<file path="src/rtl/usb_hs_pkg.sv">
package usb_hs_pkg;
  typedef enum logic [1:0] {
    REG_CTRL   = 2'd0,
    REG_INSTAT = 2'd1,
    REG_INCNT  = 2'd2,
    REG_INT    = 2'd3
  } reg_sel_e;

  localparam int unsigned BIT_EOT    = 0;
  localparam int unsigned BIT_VALID  = 0;
  localparam int unsigned BIT_RXSTAT = 0;
  localparam int unsigned BIT_TXINT  = 1;
endpackage

</file>
<file path="src/rtl/hs_out_ep.sv">
module hs_out_ep #(
  parameter int unsigned DATA_W = 8
) (
  input  logic              clk,
  input  logic              rst_ni,
  input  logic              tok_end_i,
  input  logic              pkt_end_i,
  input  logic              rx_valid_i,
  input  logic [DATA_W-1:0] rx_data_i,
  input  logic              stat_clr_i,
  output logic              ack_o,
  output logic              nak_o,
  output logic              wr_valid_o,
  output logic [DATA_W-1:0] wr_data_o,
  output logic              stat_o
);
  logic in_pkt_q, accept_q, stat_q, ack_q, nak_q;
  logic pkt_done, take_pkt;

  assign pkt_done = pkt_end_i & in_pkt_q;
  assign take_pkt = pkt_done & accept_q;

  always_ff @(posedge clk or negedge rst_ni) begin
    if (!rst_ni) begin
      in_pkt_q <= 1'b0;
      accept_q <= 1'b0;
      stat_q   <= 1'b0;
      ack_q    <= 1'b0;
      nak_q    <= 1'b0;
    end else begin
      // decision fixed at token end, before data
      if (tok_end_i) begin
        in_pkt_q <= 1'b1;
        accept_q <= ~stat_q;
      end else if (pkt_end_i) begin
        in_pkt_q <= 1'b0;
      end
      ack_q <= take_pkt;
      nak_q <= pkt_done & ~accept_q;
      // only accepted packets arm the status bit; set beats clear
      if (take_pkt)        stat_q <= 1'b1;
      else if (stat_clr_i) stat_q <= 1'b0;
    end
  end

  assign ack_o      = ack_q;
  assign nak_o      = nak_q;
  assign stat_o     = stat_q;
  assign wr_valid_o = rx_valid_i & in_pkt_q & accept_q;
  assign wr_data_o  = rx_data_i;
endmodule

</file>
<file path="src/rtl/hs_in_ep.sv">
module hs_in_ep #(
  parameter int unsigned CNT_W = 7
) (
  input  logic             clk,
  input  logic             rst_ni,
  input  logic             tok_i,
  input  logic             host_ack_i,
  input  logic             valid_set_i,
  input  logic             eot_set_i,
  input  logic             cnt_we_i,
  input  logic [CNT_W-1:0] cnt_wdata_i,
  input  logic             tx_clr_i,
  output logic             data_o,
  output logic             nak_o,
  output logic [CNT_W-1:0] len_o,
  output logic             valid_o,
  output logic             eot_o,
  output logic [CNT_W-1:0] cnt_o,
  output logic             tx_int_o
);
  logic             valid_q, eot_q, pend_q, data_q, nak_q, tx_q;
  logic [CNT_W-1:0] cnt_q, len_q;
  logic             ready, send, done;

  assign ready = valid_q | eot_q;
  assign send  = tok_i & ready;
  assign done  = host_ack_i & pend_q;

  always_ff @(posedge clk or negedge rst_ni) begin
    if (!rst_ni) begin
      valid_q <= 1'b0;
      eot_q   <= 1'b0;
      pend_q  <= 1'b0;
      data_q  <= 1'b0;
      nak_q   <= 1'b0;
      tx_q    <= 1'b0;
      cnt_q   <= '0;
      len_q   <= '0;
    end else begin
      data_q <= send;
      nak_q  <= tok_i & ~ready;
      len_q  <= (send && !eot_q) ? cnt_q : '0;

      if (send)                   pend_q <= 1'b1;
      else if (host_ack_i || tok_i) pend_q <= 1'b0;

      // a NAK never touches the valid bit; CPU set beats ACK clear
      if (valid_set_i) valid_q <= 1'b1;
      else if (done)   valid_q <= 1'b0;

      if (eot_set_i)   eot_q <= 1'b1;
      else if (done)   eot_q <= 1'b0;

      if (cnt_we_i)    cnt_q <= cnt_wdata_i;
      else if (done)   cnt_q <= '0;

      if (done)          tx_q <= 1'b1;
      else if (tx_clr_i) tx_q <= 1'b0;
    end
  end

  assign data_o   = data_q;
  assign nak_o    = nak_q;
  assign len_o    = len_q;
  assign valid_o  = valid_q;
  assign eot_o    = eot_q;
  assign cnt_o    = cnt_q;
  assign tx_int_o = tx_q;
endmodule

</file>
<file path="src/rtl/usb_bulk_hs_ctrl.sv">
module usb_bulk_hs_ctrl
  import usb_hs_pkg::*;
#(
  parameter int unsigned DATA_W = 8,
  parameter int unsigned CNT_W  = 7
) (
  input  logic              clk,
  input  logic              rst_ni,
  input  logic              out_tok_end_i,
  input  logic              out_pkt_end_i,
  input  logic              rx_valid_i,
  input  logic [DATA_W-1:0] rx_data_i,
  output logic              out_ack_o,
  output logic              out_nak_o,
  output logic              rx_wr_valid_o,
  output logic [DATA_W-1:0] rx_wr_data_o,
  input  logic              in_tok_i,
  input  logic              in_host_ack_i,
  output logic              in_data_o,
  output logic              in_nak_o,
  output logic [CNT_W-1:0]  in_len_o,
  input  logic              cpu_we_i,
  input  logic [1:0]        cpu_addr_i,
  input  logic [CNT_W-1:0]  cpu_wdata_i,
  output logic [CNT_W-1:0]  cpu_rdata_o,
  output logic              irq_o
);
  reg_sel_e         sel;
  logic             wr_ctrl, wr_instat, wr_int;
  logic             eot_set, valid_set, cnt_we, rx_clr, tx_clr;
  logic             rx_stat, in_valid, in_eot, tx_int;
  logic [CNT_W-1:0] in_cnt;

  assign sel       = reg_sel_e'(cpu_addr_i);
  assign wr_ctrl   = cpu_we_i && (sel == REG_CTRL);
  assign wr_instat = cpu_we_i && (sel == REG_INSTAT);
  assign wr_int    = cpu_we_i && (sel == REG_INT);
  assign eot_set   = wr_ctrl   & cpu_wdata_i[BIT_EOT];
  assign valid_set = wr_instat & cpu_wdata_i[BIT_VALID];
  assign cnt_we    = cpu_we_i && (sel == REG_INCNT);
  assign rx_clr    = wr_int & cpu_wdata_i[BIT_RXSTAT];
  assign tx_clr    = wr_int & cpu_wdata_i[BIT_TXINT];

  hs_out_ep #(.DATA_W(DATA_W)) out_ep_i (
    .clk        (clk),
    .rst_ni     (rst_ni),
    .tok_end_i  (out_tok_end_i),
    .pkt_end_i  (out_pkt_end_i),
    .rx_valid_i (rx_valid_i),
    .rx_data_i  (rx_data_i),
    .stat_clr_i (rx_clr),
    .ack_o      (out_ack_o),
    .nak_o      (out_nak_o),
    .wr_valid_o (rx_wr_valid_o),
    .wr_data_o  (rx_wr_data_o),
    .stat_o     (rx_stat)
  );

  hs_in_ep #(.CNT_W(CNT_W)) in_ep_i (
    .clk         (clk),
    .rst_ni      (rst_ni),
    .tok_i       (in_tok_i),
    .host_ack_i  (in_host_ack_i),
    .valid_set_i (valid_set),
    .eot_set_i   (eot_set),
    .cnt_we_i    (cnt_we),
    .cnt_wdata_i (cpu_wdata_i),
    .tx_clr_i    (tx_clr),
    .data_o      (in_data_o),
    .nak_o       (in_nak_o),
    .len_o       (in_len_o),
    .valid_o     (in_valid),
    .eot_o       (in_eot),
    .cnt_o       (in_cnt),
    .tx_int_o    (tx_int)
  );

  always_comb begin
    cpu_rdata_o = '0;
    unique case (sel)
      REG_CTRL:   cpu_rdata_o[BIT_EOT]   = in_eot;
      REG_INSTAT: cpu_rdata_o[BIT_VALID] = in_valid;
      REG_INCNT:  cpu_rdata_o            = in_cnt;
      REG_INT: begin
        cpu_rdata_o[BIT_RXSTAT] = rx_stat;
        cpu_rdata_o[BIT_TXINT]  = tx_int;
      end
      default:    cpu_rdata_o = '0;
    endcase
  end

  assign irq_o = rx_stat | tx_int;
endmodule

</file>
<file path="config.mk">
export PLATFORM = sky130hd
export DESIGN_NAME = usb_bulk_hs_ctrl
export DESIGN_NICKNAME = d
export VERILOG_FILES = /design/src/rtl/usb_hs_pkg.sv /design/src/rtl/hs_out_ep.sv /design/src/rtl/hs_in_ep.sv /design/src/rtl/usb_bulk_hs_ctrl.sv
export SDC_FILE = /design/constraint.sdc
export NUM_CORES = 1
export LEC_CHECK = 0
export BUFFER_PORTS_ARGS = -buffer_cell sky130_fd_sc_hd__buf_4
export CORE_ASPECT_RATIO = 1.4
export CORE_UTILIZATION = 48
export CTS_CLUSTER_DIAMETER = 150
export DETAILED_ROUTE_END_ITERATION = 10
export HOLD_SLACK_MARGIN = 0.1
export PLACE_DENSITY = 0.82
export SLEW_MARGIN = 5
export SYNTH_ARGS = -nofsm -noshare
export SYNTH_HDL_FRONTEND = slang
export SYNTH_SLANG_ARGS = --single-unit
</file>
<file path="constraint.sdc">
create_clock -name clk -period 1.88 [get_ports clk]
set_clock_uncertainty 0.2 [all_clocks]
set_input_delay 0 -clock clk [delete_from_list [all_inputs] [get_ports clk]]
set_output_delay 0 -clock clk [all_outputs]
set_load 0.02 [all_outputs]
</file>
==> results of run 1 <==
==> what timing repair did <==
action                                 in CTS  in global routing
endpoints found under the hold margin      58                  0
buffers inserted                            0                  0
setup endpoints to repair                   0                  4
hold buffers                               33                  0
gates resized for setup                     0                  1
==> how the worst max path moves through the flow <==
stage	end	slack, ps	depth (start not counted)
final	in_ep_i.cnt_o[6]	50	5
after global routing	in_ep_i.cnt_o[2]	10	5
after CTS	in_ep_i.cnt_o[2]	70	5
after detailed placement	in_ep_i.cnt_o[2]	650	2
after global placement	cpu_rdata_o[0]	650	2
after floorplan	in_ep_i.cnt_o[0]	640	3
==> critical path: cells and delay by family <==
kind / cells / cell delay [ps]
buf+inv: 3 / 1270
simple gates: 1 / 220
mux: 1 / 350
==> logic make-up after synthesis <==
kind of cell           Yosys count  share of synthesized area [%]
multiplexers                    10                          10.80
buffers and inverters           14                          8.018
AO/OA/AOI/OAI                   14                          9.911
AND/OR/NAND/NOR                 26                          15.59
flip-flops                      25                          55.68
==> routing by layer <==
metal  up-vias  global-route usage, %
met5         -                      0
met4         0                  6.250
met3         4                  2.439
met2        32                  34.42
met1       403                  27.62
li1        423                      -
==> Yosys cell counts (2+ instances only) <==
master | count | area share [%]
buf_4 | 8 | 5.3
a21o_1 | 3 | 2.0
inv_1 | 3 | 1.0
and2_1 | 12 | 6.7
mux2i_1 | 2 | 1.8
dfrtp_1 | 25 | 56
a21boi_0 | 7 | 4.7
clkbuf_1 | 2 | 0.67
a32o_1 | 2 | 1.8
and3_1 | 3 | 1.7
nor2b_1 | 3 | 1.7
mux2_1 | 7 | 7.0
nand4_1 | 2 | 1.1
==> power by group through the flow <==
stage | clock (W) | sequential, W | combinational, W
2_1_floorplan | 0 | 0.000728 | 0.000222
3_3_place_gp | 0 | 0.000719 | 0.000351
3_5_place_dp | 0 | 0.000724 | 0.000360
4_1_cts | 0.000237 | 0.000712 | 0.000472
5_1_grt | 0.000254 | 0.000729 | 0.000516
6_report | 0.000234 | 0.000717 | 0.000478
==> metrics by stage <==
step | util [%] | hold WS, ps
CTS | 77.16 | 151.0
global placement | 60.97 | -287.2
detailed placement | 60.97 | -280.2
global route | 77.22 | 162.5
floorplan | - | -495.6
finish | 77.22 | 148.3
==> layout make-up <==
| class | count | area [um^2] | area share (%) |
|---|---|---|---|
| Timing Repair Buffer | 69 | 600.6 | 35.32 |
| Inverter | 3 | 11.26 | 0.6623 |
| Sequential cell | 25 | 626.9 | 36.87 |
| Multi-Input combinational cell | 50 | 407.9 | 23.99 |
| Tap cell | 22 | 27.53 | 1.619 |
| Clock buffer | 4 | 26.28 | 1.545 |
==> results.py, run 1 <==
metrics = {
    "routing": {
        "first_iter_violations": 34,
        "highest_layer": "met4",
        "met3_length_um": 121,
        "viasPerCell": 4.983,
        "dr.pass1.iters": 4,
        "wl_met1_mm": 1.040,
        "wl_met2_mm": 1.309,
        "finalWirelength_mm": 2.486,
        "vias": 862,
        "wl_per_cell_um": 14.37,
        "drc": 0,
        "drtAntennaViolNets": 0,
    },
    "worst_setup_path": {
        "critical_path.cell_chain": "dlygate4sd3_1 > buf_4 > nand3b_4 > mux2_1 > dlygate4sd3_1",
        "crit_type": "in2reg",
        "critical_path.max_fanout": 8,
        "worst_r2r_path_depth": 3,
        "cp-startpoint": "cpu_addr_i[0]",
        "cp_data_required_time_ps": 1880,
        "r2r_slack_ps": 110,
        "reg2reg_to": "in_ep_i.cnt_o[0]",
        "worst_ep_arrival_time_ps": 1840,
        "crit_path_frequent_cell": "dlygate4sd3_1",
        "reg2reg_from": "in_ep_i.pend_q",
        "end_kind": "register",
        "start_kind": "primary input",
        "cp_slowest_stage_delay_ps": 570,
        "worst_path_max_delay_cell": "dlygate4sd3_1",
    },
    "cts": {
        "clk_pin_slew_ps": 130,
        "cts_buffer_depth": 2,
        "cts_tree": "yes",
        "numCtsBuffers": 3,
        "clock_latency_ps": 310,
        "cts-root-buf": "clkbuf_4",
        "htreeDepth": 1,
        "clock_sinks": 25,
    },
    "pwr": {
        "ir_worst_vdd_mv": 0.5927,
        "total_power_w": 0.001430,
        "comb_power_share_pct": 33.4,
        "switching_share_pct": 30.47,
        "p_leak_nw": 0.8754,
        "p_clk_share_pct": 16.4,
        "internal_power_w": 0.0009942,
        "power_density_nw_per_um2": 840.9,
        "seqPwrFrac_pct": 50.2,
        "switchingPower_w": 0.0004356,
    },
    "die": {
        "io_pins": 53,
        "core_area_um2": 2202,
        "dieHeight_um": 59.25,
        "die_w_um": 42.89,
        "rows": 20,
        "die_area_um2": 2541,
        "start_util_pct": 51.02,
    },
    "layout": {
        "drive_above_1_share_pct": 28.48,
        "diodes": 0,
        "syn_to_final_growth_pct": 51.34,
        "layout_commonest_cell": "buf_4",
        "layout.nets": 177,
        "final_cells": 173,
        "mostFrequentLayoutCells": "buf_4, dlygate4sd3_1, dfrtp_1",
        "stdcell_area_um2": 1700,
        "n_fill_cell": 145,
    },
    "place": {
        "place_hpwl_mm": 1.454,
        "dp.cells": 136,
        "post-place-ws_ps": 648.2,
        "portBuffers": 36,
        "place_area_um2": 1343,
        "place.gp.congestion": 0.7402,
    },
    "sta": {
        "slew_headroom_pct": 78.56,
        "fin_crit_sh_pct": 97.44,
        "final.setup.tns_ps": 0,
        "finalHoldViolCount": 0,
        "rsz0062_at_grt": "false",
        "fmax_mhz": 545.9,
        "report.final.slew_viol_count": 0,
        "finalSetupViolCount": 0,
        "tightest_slew_ps": 321.7,
        "min_period_ps": 1832,
        "setup_slack_ps": 48.07,
    },
    "outcome": {
        "status": "completed",
    },
    "global_route": {
        "grt_pass1_wl_mm": 3.905,
        "antenna_found_initial": 0,
        "grt_pass1_vias": 821,
        "grt_start_max_net_pins": 26,
        "grt_use_total_pct": 20.45,
        "grt.overflow.total": 0,
    },
    "logic_synthesis": {
        "seq_area_frac_synth_pct": 55.68,
        "synth.avg_cell_area_um2": 12.62,
        "synth_edf_count": 0,
        "synth_nets": 114,
        "ys.flop_type": "dfrtp_1",
        "synthesis.area_um2": 1124,
        "netlist_instances": 89,
        "ys_async_sr_fraction_pct": 100.0,
        "yosysUniqueCellTypes": 23,
        "synth_seq_cells": 25,
        "yosys_warnings": 0,
    },
    "hold_path": {
        "holdCritStartpoint": "rx_valid_i",
        "hold_class": "in2out",
        "hold_path_end": "rx_wr_valid_o",
        "hold_depth": 3,
    },
    "run": {
        "maxCapViolations": 0,
    },
}
Power figures use the tool's default switching activity.
==> run 2, diff against run 1 <==
--- a/config.mk
+++ b/config.mk
@@ -7,6 +7,7 @@
 export LEC_CHECK = 0
 export BUFFER_PORTS_ARGS = -buffer_cell sky130_fd_sc_hd__buf_4
 export CORE_ASPECT_RATIO = 1.4
+export CORE_MARGIN = 5
 export CORE_UTILIZATION = 48
 export CTS_CLUSTER_DIAMETER = 150
 export DETAILED_ROUTE_END_ITERATION = 10
==> constraint.sdc (replaced) <==
create_clock -name clk -period 2.36 [get_ports clk]
set_clock_uncertainty 0.2 [all_clocks]
set_input_delay 0 -clock clk [delete_from_list [all_inputs] [get_ports clk]]
set_output_delay 0 -clock clk [all_outputs]
set_load 0.02 [all_outputs]
==> run 2 against run 1 <==
Effect of this change: critical path depth decreased by 2; die area increased by 35%; first-iteration DRC count increased by 2.9%; non-clock buffer count increased by 2; highest routed layer unchanged; setup slack improved by 470 ps; design area increased by 1.2%.
==> results.py, run 2 (synthesized netlist as in run 1, its figures left out) <==
metrics = {
    "place": {
        "place_hpwl_mm": 1.683,
        "place_area_um2": 1343,
        "portBuffers": 36,
        "place.gp.congestion": 0.7710,
        "post-place-ws_ps": 1113,
    },
    "cts": {
        "htreeDepth": 1,
        "post_cts_resize_count": 0,
        "clock_sinks": 25,
        "clk_pin_slew_ps": 140,
        "cts_tree": "yes",
        "cts_buffer_depth": 2,
        "hold_buffers": 35,
        "cts-root-buf": "clkbuf_4",
        "clock_latency_ps": 320,
        "post-cts-setup-buffer-count": 0,
        "numCtsBuffers": 3,
    },
    "worst_setup_path": {
        "reg2reg_to": "in_ep_i.cnt_o[5]",
        "r2r_slack_ps": 520,
        "start_kind": "register",
        "reg2reg_from": "in_ep_i.pend_q",
        "crit_type": "reg2reg",
        "critical_path.max_fanout": 10,
        "end_kind": "register",
        "worst_r2r_path_depth": 3,
        "worst_ep_arrival_time_ps": 1840,
        "cp_data_required_time_ps": 2360,
    },
    "sta": {
        "setup_slack_ps": 519.2,
        "fmax_mhz": 543.2,
        "finalSetupViolCount": 0,
        "report.final.slew_viol_count": 0,
        "rsz0062_at_grt": "false",
        "fin_crit_sh_pct": 78.00,
        "finalHoldViolCount": 0,
        "min_period_ps": 1841,
        "tightest_slew_ps": 1059,
        "final.setup.tns_ps": 0,
        "slew_headroom_pct": 29.15,
    },
    "layout": {
        "final-seq-area_um2": 625.6,
        "multiInputGateArea_um2": 407.9,
        "layout_commonest_cell": "buf_4",
        "diodes": 0,
        "drive_above_1_share_pct": 28.10,
        "layout.nets": 179,
        "syn_to_final_growth_pct": 53.12,
        "final_util_pct": 78.13,
        "n_fill_cell": 124,
        "mostFrequentLayoutCells": "buf_4, dlygate4sd3_1, dfrtp_1",
        "stdcell_area_um2": 1720,
    },
    "outcome": {
        "status": "completed",
    },
    "routing": {
        "vias": 928,
        "first_iter_violations": 35,
        "drtAntennaViolNets": 0,
        "drc": 0,
        "finalWirelength_mm": 2.924,
        "wl_per_cell_um": 16.71,
        "viasPerCell": 5.303,
        "dr.pass1.iters": 4,
    },
    "global_route": {
        "antenna_found_initial": 0,
        "grt_start_max_net_pins": 26,
        "grt.overflow.total": 0,
        "grt_pass1_vias": 1001,
        "grt_use_total_pct": 19.23,
        "grt_pass1_wl_mm": 4.940,
    },
    "hold_path": {
        "hold_depth": 3,
        "hold_class": "in2out",
        "holdCritStartpoint": "rx_valid_i",
        "hold_path_end": "rx_wr_valid_o",
    },
    "run": {
        "maxCapViolations": 0,
    },
    "die": {
        "core_area_um2": 2202,
        "rows": 20,
        "die_w_um": 50.89,
        "dieHeight_um": 67.25,
        "start_util_pct": 51.02,
        "die_area_um2": 3422,
        "io_pins": 53,
    },
    "pwr": {
        "power_density_nw_per_um2": 674.9,
        "p_leak_nw": 0.8844,
        "total_power_w": 0.001161,
        "ir_worst_vdd_mv": 0.5114,
    },
}
-- run 2: cell types whose count changed in the layout (fill, tap and decap cells not counted) --
cell / before / now
dfrtp_2: 1 / 0
clkinv_2: 0 / 1
clkbuf_1: 1 / 0
dlygate4sd3_1: 33 / 35
dfrtp_1: 24 / 25
-- run 2: power by group --
group          internal (W)  switching, W  total [W]
Sequential         0.000508     0.0000690   0.000577
Combinational      0.000219      0.000179   0.000398
Clock             0.0000633      0.000123   0.000186
-- run 2: critical path, cell delays in order, from the launching register on --
cell and delay, ps:
dfrtp_1 530, a21boi_0 140, mux2_1 310, dlygate4sd3_1 560
-- run 2: area by class of cell --
cell class              instances  share of cell area, %
flip-flops and latches         25                  36.36
repair buffers                 71                  36.07
multi-input cells              50                  23.71
well taps                      22                  1.600
clock buffers                   3                  1.309
inverters                       3                 0.6545
clock inverters                 1                 0.2909
-- run 2: metrics by stage --
stage	hold slack, ps	std cells
CTS	150.7	175
finish	168.8	175
detailed placement	-286.5	136
global placement	-286.8	136
global route	174.8	175
floorplan	-495.6	89
-- run 2: worst max path at each step --
stage                    startpoint  slack (ps)  cells after the start          endpoint
detailed placement  out_ep_i.stat_o        1110                      2    cpu_rdata_o[0]
global route                 rst_ni         360                      3  in_ep_i.cnt_o[3]
finish               in_ep_i.pend_q         520                      3  in_ep_i.cnt_o[5]
floorplan            in_ep_i.pend_q        1120                      3  in_ep_i.cnt_o[0]
CTS                          rst_ni         520                      3  in_ep_i.len_o[1]
global placement    out_ep_i.stat_o        1120                      2    cpu_rdata_o[0]
-- run 2: routing by layer --
layer  track usage, %  share of wire, %  vias up
met2            34.32                54       49
met4            10.54               4.4        0
met1            21.16                34      441
li1                 -                 -      428
met5                0                 0        -
met3            3.311               7.1       10
==> run 3, diff against run 2 <==
--- a/config.mk
+++ b/config.mk
@@ -8,11 +8,11 @@
 export BUFFER_PORTS_ARGS = -buffer_cell sky130_fd_sc_hd__buf_4
 export CORE_ASPECT_RATIO = 1.4
 export CORE_MARGIN = 5
-export CORE_UTILIZATION = 48
+export CORE_UTILIZATION = 41
 export CTS_CLUSTER_DIAMETER = 150
 export DETAILED_ROUTE_END_ITERATION = 10
 export HOLD_SLACK_MARGIN = 0.1
-export PLACE_DENSITY = 0.82
+export PLACE_DENSITY = 0.75
 export SLEW_MARGIN = 5
 export SYNTH_ARGS = -nofsm -noshare
 export SYNTH_HDL_FRONTEND = slang
==> constraint.sdc (replaced) <==
create_clock -name clk -period 1.6 [get_ports clk]
set_clock_uncertainty 0.2 [all_clocks]
set_input_delay 0 -clock clk [delete_from_list [all_inputs] [get_ports clk]]
set_output_delay 0 -clock clk [all_outputs]
set_load 0.02 [all_outputs]
==> run 3 against run 2 <==
Effect of this change: core utilization fell by 16 points; critical path type is now reg2out; sequential cell count unchanged; total power increased by 39%; first-iteration DRC count shrank 77%; critical endpoint is now cpu_rdata_o[0]; combinational power increased by 25%.
==> results.py, run 3 (synthesized netlist as in run 1, its figures left out) <==
metrics = {
    "routing": {
        "viasPerCell": 4.637,
        "finalWirelength_mm": 2.426,
        "vias": 830,
        "drc": 0,
        "drtAntennaViolNets": 0,
        "first_iter_violations": 8,
        "wl_per_cell_um": 13.55,
        "dr.pass1.iters": 4,
    },
    "layout": {
        "layout_commonest_cell": "buf_4",
        "mostFrequentLayoutCells": "buf_4, dfrtp_1, dlygate4sd3_1",
        "n_fill_cell": 228,
        "diodes": 0,
        "layout.nets": 169,
        "final_util_pct": 62.03,
        "stdcell_area_um2": 1639,
        "drive_above_1_share_pct": 30.77,
        "syn_to_final_growth_pct": 45.88,
    },
    "place": {
        "post-place-ws_ps": 350.2,
        "portBuffers": 36,
        "place_area_um2": 1360,
        "place.gp.congestion": 0.7305,
        "place_hpwl_mm": 1.583,
    },
    "worst_setup_path": {
        "start_kind": "register",
        "crit_type": "reg2out",
        "worst_ep_arrival_time_ps": 1370,
        "end_kind": "output pin",
        "cp_data_required_time_ps": 1400,
        "critical_path.max_fanout": 4,
    },
    "cts": {
        "htreeDepth": 1,
        "numCtsBuffers": 3,
        "clock_sinks": 25,
        "clock_latency_ps": 310,
        "clk_pin_slew_ps": 130,
        "cts-root-buf": "clkbuf_4",
        "cts_buffer_depth": 2,
        "cts_tree": "yes",
    },
    "die": {
        "die_area_um2": 3902,
        "start_util_pct": 42.52,
        "rows": 22,
        "dieHeight_um": 71.94,
        "io_pins": 53,
        "die_w_um": 54.25,
        "core_area_um2": 2643,
    },
    "global_route": {
        "grt_use_total_pct": 13.33,
        "grt.overflow.total": 0,
        "grt_start_max_net_pins": 26,
        "antenna_found_initial": 0,
        "grt_pass1_wl_mm": 3.870,
        "grt_pass1_vias": 876,
    },
    "sta": {
        "finalHoldViolCount": 0,
        "tightest_slew_ps": 311.8,
        "fmax_mhz": 637.1,
        "fin_crit_sh_pct": 98.11,
        "setup_slack_ps": 30.28,
        "finalSetupViolCount": 0,
        "hold_slack_ps": 148.5,
        "min_period_ps": 1570,
        "rsz0062_at_grt": "true",
        "slew_headroom_pct": 79.21,
        "report.final.slew_viol_count": 0,
    },
    "pwr": {
        "power_density_nw_per_um2": 984.3,
        "total_power_w": 0.001613,
        "ir_worst_vdd_mv": 0.4617,
        "p_leak_nw": 0.8355,
    },
    "outcome": {
        "status": "completed",
    },
    "run": {
        "maxCapViolations": 0,
    },
    "hold_path": {
        "hold_class": "in2out",
    },
}
[run 3: critical path, stage by stage (launching register included)]
cell     delay, ps
dfrtp_1        420
mux4_2         490
buf_6          150
[run 3: final cells by class]
cell class | count | area (um^2) | share of cell area, %
sequential | 25 | 625.6 | 38.17
inverter | 3 | 11.26 | 0.6870
clock inverter | 1 | 5.005 | 0.3053
clock buffer | 3 | 22.52 | 1.374
timing repair buffer | 61 | 521.8 | 31.83
multi-input combinational | 50 | 407.9 | 24.89
tap | 36 | 45.04 | 2.748
[run 3: where the power goes]
part	total [W]	internal [W]	switching, W
Combinational	0.000499	0.000272	0.000227
Sequential	0.000838	0.000750	0.0000887
Clock	0.000276	0.0000935	0.000183
[run 3: worst paths after layout]
check	end	start	depth (start not counted)	slack, ps
setup / recovery	cpu_rdata_o[0]	out_ep_i.stat_o	2	30
hold / removal	rx_wr_valid_o	rx_valid_i	3	150
setup reg to reg	in_ep_i.cnt_o[0]	in_ep_i.pend_q	2	310
hold reg to reg	in_ep_i.nak_o	in_ep_i.eot_o	1	300
max in group asynchronous	in_ep_i.data_o	rst_ni	3	500
min in group asynchronous	out_ep_i.in_pkt_q	rst_ni	3	460
[run 3: per-stage QoR]
| stage | std cells | setup TNS [ps] |
|---|---|---|
| final | 179 | 0 |
| after global routing | 179 | -22.17 |
| after CTS | 178 | 0 |
| after detailed placement | 150 | 0 |
| after global placement | 150 | 0 |
| after floorplan | 89 | 0 |
[run 3: repair_timing]
| item | in CTS | in global routing |
|---|---|---|
| endpoints found under the hold margin | 58 | 0 |
| hold buffers | 24 | 0 |
| buffers inserted | 0 | 1 |
| gates resized for setup | 0 | 1 |
| setup endpoints to repair | 0 | 1 |
[run 3: layer usage]
layer  GRT usage, %  wire, um  vias to the layer above
met5              0         0                        -
met4          7.479        53                        0
met3         0.6160       110                        4
met2          23.57      1324                       30
met1          15.28       937                      392
li1               -         -                      404
